--- config.mk ---
export PLATFORM = sky130hd
export DESIGN_NAME = dma2c_bus_seq
export DESIGN_NICKNAME = d
export VERILOG_FILES = /design/src/rtl/dma2c_pkg.sv /design/src/rtl/dma2c_fsm.sv /design/src/rtl/dma2c_datapath.sv /design/src/rtl/dma2c_bus_seq.sv
export SDC_FILE = /design/constraint.sdc
export NUM_CORES = 1
export LEC_CHECK = 0
export BUFFER_PORTS_ARGS = -buffer_cell sky130_fd_sc_hd__buf_2
export CORE_ASPECT_RATIO = 1.25
export CORE_MARGIN = 5
export CORE_UTILIZATION = 45
export DETAILED_ROUTE_END_ITERATION = 8
export PLACE_DENSITY = 0.74
export SLEW_MARGIN = 40
export SYNTH_ARGS = -nofsm -noshare
export SYNTH_HDL_FRONTEND = slang
export SYNTH_SLANG_ARGS = --single-unit
export TNS_END_PERCENT = 5
--- constraint.sdc ---
create_clock -name clk -period 2 [get_ports clk]
set_input_delay 0.1 -clock clk [delete_from_list [all_inputs] [get_ports clk]]
set_output_delay 0.1 -clock clk [all_outputs]
set_load 0.05 [all_outputs]
--- src/rtl/dma2c_pkg.sv ---
package dma2c_pkg;

  typedef enum logic [3:0] {
    ST_IDLE  = 4'd0,
    ST_READY = 4'd1,
    ST_RBEG  = 4'd2,
    ST_RWAIT = 4'd3,
    ST_RLAST = 4'd4,
    ST_RLOC  = 4'd5,
    ST_WBEG  = 4'd6,
    ST_WWAIT = 4'd7,
    ST_WLAST = 4'd8,
    ST_END   = 4'd9
  } bus_st_e;

  function automatic logic st_reads(bus_st_e s);
    return (s == ST_RBEG) || (s == ST_RWAIT) || (s == ST_RLAST);
  endfunction

  function automatic logic st_writes(bus_st_e s);
    return (s == ST_WBEG) || (s == ST_WWAIT) || (s == ST_WLAST);
  endfunction

  function automatic logic st_capture(bus_st_e s);
    return (s == ST_RLAST) || (s == ST_RLOC);
  endfunction

endpackage

--- src/rtl/dma2c_fsm.sv ---
module dma2c_fsm
  import dma2c_pkg::*;
(
  input  logic    clk,
  input  logic    rst,
  input  logic    req_i,
  input  logic    gnt_i,
  input  logic    ack_i,
  input  logic    local_tgt_i,
  output bus_st_e st_q,
  output bus_st_e st_d
);

  logic loc_q;

  always_comb begin
    st_d = st_q;
    unique case (st_q)
      ST_IDLE:  if (req_i) st_d = ST_READY;
      ST_READY: if (gnt_i) st_d = loc_q ? ST_RLOC : ST_RBEG;
      ST_RBEG:  st_d = ack_i ? ST_RLAST : ST_RWAIT;
      ST_RWAIT: if (ack_i) st_d = ST_RLAST;
      ST_RLAST: st_d = ST_WBEG;
      ST_RLOC:  st_d = ST_WBEG;
      ST_WBEG:  st_d = (ack_i || loc_q) ? ST_WLAST : ST_WWAIT;
      ST_WWAIT: if (ack_i) st_d = ST_WLAST;
      ST_WLAST: st_d = ST_END;
      ST_END:   st_d = ST_IDLE;
      default:  st_d = ST_IDLE;
    endcase
  end

  always_ff @(posedge clk) begin
    if (rst) begin
      st_q  <= ST_IDLE;
      loc_q <= 1'b0;
    end else begin
      st_q <= st_d;
      if (st_q == ST_IDLE && req_i) loc_q <= local_tgt_i;
      else if (st_q == ST_END)      loc_q <= 1'b0;
    end
  end

  AST_RWAIT_NO_ACK: assert property (@(posedge clk) disable iff (rst)
    (st_q == ST_RWAIT) |-> !$past(ack_i));

  AST_END_AFTER_WLAST: assert property (@(posedge clk) disable iff (rst)
    (st_q == ST_END) |-> ($past(st_q) == ST_WLAST));

  AST_IDLE_AFTER_END: assert property (@(posedge clk) disable iff (rst)
    (st_q == ST_END) |=> (st_q == ST_IDLE));

  AST_LOCAL_NO_WAIT: assert property (@(posedge clk) disable iff (rst)
    loc_q |-> (st_q != ST_WWAIT) && (st_q != ST_RBEG));

endmodule

--- src/rtl/dma2c_datapath.sv ---
module dma2c_datapath
  import dma2c_pkg::*;
#(
  parameter int AW = 32,
  parameter int DW = 32
) (
  input  logic          clk,
  input  logic          rst,
  input  bus_st_e       st_q,
  input  bus_st_e       st_d,
  input  logic          req_i,
  input  logic [AW-1:0] src_addr_i,
  input  logic [AW-1:0] dst_addr_i,
  input  logic [DW-1:0] rdata_i,
  output logic [AW-1:0] addr_o,
  output logic          rd_o,
  output logic          wr_o,
  output logic [DW-1:0] wdata_o,
  output logic          done_o
);

  localparam logic [AW-1:0] ADDR_IDLE = '0;
  localparam logic [DW-1:0] DATA_IDLE = '0;

  logic [AW-1:0] src_q, dst_q;

  always_ff @(posedge clk) begin
    if (rst) begin
      src_q   <= ADDR_IDLE;
      dst_q   <= ADDR_IDLE;
      addr_o  <= ADDR_IDLE;
      rd_o    <= 1'b0;
      wr_o    <= 1'b0;
      done_o  <= 1'b0;
      wdata_o <= DATA_IDLE;
    end else begin
      if (st_q == ST_IDLE && req_i) begin
        src_q <= src_addr_i;
        dst_q <= dst_addr_i;
      end else if (st_q == ST_END) begin
        src_q <= ADDR_IDLE;
        dst_q <= ADDR_IDLE;
      end

      if (st_reads(st_d))       addr_o <= src_q;
      else if (st_writes(st_d)) addr_o <= dst_q;
      else                      addr_o <= ADDR_IDLE;

      rd_o   <= st_reads(st_d);
      wr_o   <= (st_d == ST_WBEG) || (st_d == ST_WWAIT);
      done_o <= (st_d == ST_END);

      if (st_capture(st_q))    wdata_o <= rdata_i;
      else if (st_q == ST_END) wdata_o <= DATA_IDLE;
    end
  end

  AST_STROBE_EXCL: assert property (@(posedge clk) disable iff (rst)
    !(rd_o && wr_o));

  AST_RD_ADDR_SRC: assert property (@(posedge clk) disable iff (rst)
    rd_o |-> (addr_o == src_q));

  AST_WDATA_HELD: assert property (@(posedge clk) disable iff (rst)
    wr_o |=> $stable(wdata_o));

  AST_DONE_ONE_CYCLE: assert property (@(posedge clk) disable iff (rst)
    done_o |=> !done_o);

endmodule

--- src/rtl/dma2c_bus_seq.sv ---
module dma2c_bus_seq
  import dma2c_pkg::*;
#(
  parameter int AW = 32,
  parameter int DW = 32
) (
  input  logic          clk,
  input  logic          rst,
  input  logic          req_i,
  input  logic          gnt_i,
  input  logic          ack_i,
  input  logic          local_tgt_i,
  input  logic [AW-1:0] src_addr_i,
  input  logic [AW-1:0] dst_addr_i,
  input  logic [DW-1:0] rdata_i,
  output logic [AW-1:0] addr_o,
  output logic          rd_o,
  output logic          wr_o,
  output logic [DW-1:0] wdata_o,
  output logic          done_o
);

  bus_st_e st_q, st_d;

  dma2c_fsm u_fsm (
    .clk         (clk),
    .rst         (rst),
    .req_i       (req_i),
    .gnt_i       (gnt_i),
    .ack_i       (ack_i),
    .local_tgt_i (local_tgt_i),
    .st_q        (st_q),
    .st_d        (st_d)
  );

  dma2c_datapath #(.AW(AW), .DW(DW)) u_dp (
    .clk        (clk),
    .rst        (rst),
    .st_q       (st_q),
    .st_d       (st_d),
    .req_i      (req_i),
    .src_addr_i (src_addr_i),
    .dst_addr_i (dst_addr_i),
    .rdata_i    (rdata_i),
    .addr_o     (addr_o),
    .rd_o       (rd_o),
    .wr_o       (wr_o),
    .wdata_o    (wdata_o),
    .done_o     (done_o)
  );

  AST_IDLE_QUIET: assert property (@(posedge clk) disable iff (rst)
    (st_q == ST_IDLE) |-> !rd_o && !wr_o && (addr_o == '0));

endmodule

==> impl_metrics.csv <==
group,metric,value,unit
routing,drtPass1Iterations,5,
run_status,status,"completed",
routing,viasPerCell,5.19,
critical_path,path_class,"reg -> reg",
grt,grt_pass1_vias,4540,
routing,wl_per_cell,17.4,um
hold_path,hp-class,"in -> reg",
placed_design,hpwl,7950,um
finish,num_antenna_cells,0,
power,ir_worst_vdd,684,uV
clock_network,clock_latency,0.41,ns
placed_design,gp_congestion,0.920,
yosys,synthesis.area,4500,um^2
die,ios,169,
sta,fin_crit_sh,89.8,%
routing,totalWireLength,14600,um
sta,drv_slew,0,
grt,overflow,0,
placed_design,place_inst,711,
critical_path,cp_slowest_cell,"and4b_2",
sta,slew_headroom,52.5,%
yosys,synth_seq_area_share,60.5,%
sta,fin_crit,1.80,ns
routing,num_vias,4356,
sta,setup_tns,0,ns
critical_path,startpoint_type,"register",
die,rows,40,
clock_network,postCtsSetupBuffers,0,
critical_path,critPathMaxFanout,26,
die,die_w,99.5,um
routing,ant_nets,0,
yosys,synth_edf_count,0,
finish,layout_common_cells,"buf_2, dfxtp_1, dlygate4sd3_1",
yosys,async_flop_share,0,%
critical_path,max_stage_delay,0.57,ns
grt,antenna_found_initial,0,
power,powerDensity,1050,nW/um^2
die,core-area,9710,um^2
finish,drive_gt1_share,30.4,%
yosys,avgSynthCellArea,10.3,um^2
clock_network,clock-sinks,136,
critical_path,path_delay_family,"simple AND/OR/NAND/NOR gates",
yosys,synthCells,439,
clock_network,clk_pin_slew,0.06,ns
critical_path,critical_path_buf_inv_count,2,
job,maxCapViolCount,0,
sta,worst_pin_slew,0.710,ns
yosys,yosys_register_bits,136,
finish,area_growth,56.8,%
yosys,yosys_most_used_dff,"dfxtp_1",
critical_path,required,2.33,ns
sta,fin_skew,0.00804,ns
routing,remaining_drc_errors,0,
critical_path,worst_setup_path_end_kind,"register",
finish,fin_nets,803,
finish,final_common_cell,"buf_2",
clock_network,numCtsBuffers,17,
placed_design,portBuffers,168,
grt,grt_util_all_layers,23.9,%
routing,initialDrtViolationCount,259,
clock_network,ctsLongestPathBuffers,2,
yosys,synth_nets,541,
sta,setup_viol,0,
die,die-area,12100,um^2
clock_network,cts_tree,"yes",
yosys,synthDistinctLibCells,26,
clock_network,h-tree-depth,4,
power,power.leakage,3.13,nW
yosys,yosys_warnings,0,
clock_network,root_buffer,"clkbuf_16",
finish,layout.cells.non_filler,840,
sta,fmax,557,MHz
die,die_h,122,um
sta,rsz0062_at_grt,"false",
critical_path,crit_chain,"buf_4, nor2_1, and4b_2, buf_12, nand2_1, o21ai_0",
critical_path,worstPathArrival,2.13,ns
sta,hold_violations,0,
die,start_util,46.4,%
grt,grt_pass1_wl,22600,um
grt,grt_max_degree,34,
==> state kept, by name, summed over array words and instances, names as in the netlist <==
name / flops
u_dp.addr_o: 32
u_dp.dst_q: 32
u_dp.src_q: 32
u_dp.wdata_o: 32
u_fsm.st_q: 4
u_dp.done_o: 1
u_dp.rd_o: 1
u_dp.wr_o: 1
u_fsm.loc_q: 1
==> layout make-up <==
class / instances / area (um^2)
Clock buffer: 20 / 437
Fill cell: 656 / 2650
Inverter: 1 / 3.75
Tap cell: 126 / 158
Timing Repair Buffer: 277 / 1950
Multi-Input combinational cell: 268 / 1610
Sequential cell: 136 / 2720
Clock inverter: 12 / 175
==> per-stage QoR <==
step	hold WS (ns)	setup WS [ns]	power, mW	area, um^2	utilization, %
2_1_floorplan	0.209	0.512	3.71	4500	-
4_1_cts	0.0509	0.250	7.40	7060	72.7
6_report	0.0579	0.205	7.39	7060	72.7
3_5_place_dp	0.302	0.266	4.03	5470	56.4
3_3_place_gp	0.301	0.137	3.99	5440	56.0
5_1_grt	0.0799	0.130	7.64	7060	72.7
==> cells by family (layout without fill, tap and decap cells) <==
family,after synthesis,in the layout,share of synthesized area (%)
buf+inv,35,310,4.17
compound gates,141,141,21.7
flops,136,136,60.5
simple gates,127,127,13.6
==> path summary, 6_finish.rpt <==
kind / start / slack [ns] / cells past startpoint / endpoint
setup / recovery: u_fsm.st_q[3] / 0.20 / 6 / u_dp.src_q[20]
hold / removal: rst / 0.06 / 2 / u_dp.rd_o
setup reg to reg: u_fsm.st_q[3] / 0.20 / 6 / u_dp.src_q[20]
hold reg to reg: u_dp.dst_q[17] / 0.45 / 2 / u_dp.addr_o[17]
==> repair_timing <==
item                                    CTS  global route
hold buffers                             97             0
gates resized for setup                   0             0
endpoints found under the setup margin    0             0
endpoints found under the hold margin    97             0
==> per-layer routing <==
metal	wire (um)	GRT usage [%]	part of all wire, %	up-vias
li1	-	-	-	2057
met1	5540	25.0	38	2092
met2	7840	45.0	54	178
met3	884	6.59	6.1	29
met4	323	8.88	2.2	0
met5	0	0	0	-
==> cell usage after synthesis (2+ instances only) <==
cell type,n,area (um^2)
buf_2,13,65.1
nor2_1,11,41.3
clkbuf_1,11,41.3
dfxtp_1,136,2720
o21ai_0,62,310
o21ai_1,6,30.0
a21oi_1,3,15.0
nand2_1,70,263
a22o_1,65,569
nor3_1,2,10.0
buf_6,4,45.0
clkbuf_2,5,25.0
nand2b_1,34,213
a32oi_1,2,17.5
nor2b_1,4,25.0
==> power breakdown <==
group	total (mW)	switching (mW)	internal, mW
Sequential	3.05	0.113	2.93
Clock	3.24	1.16	2.08
Combinational	1.10	0.647	0.458
(Power assumes the default switching activity.)
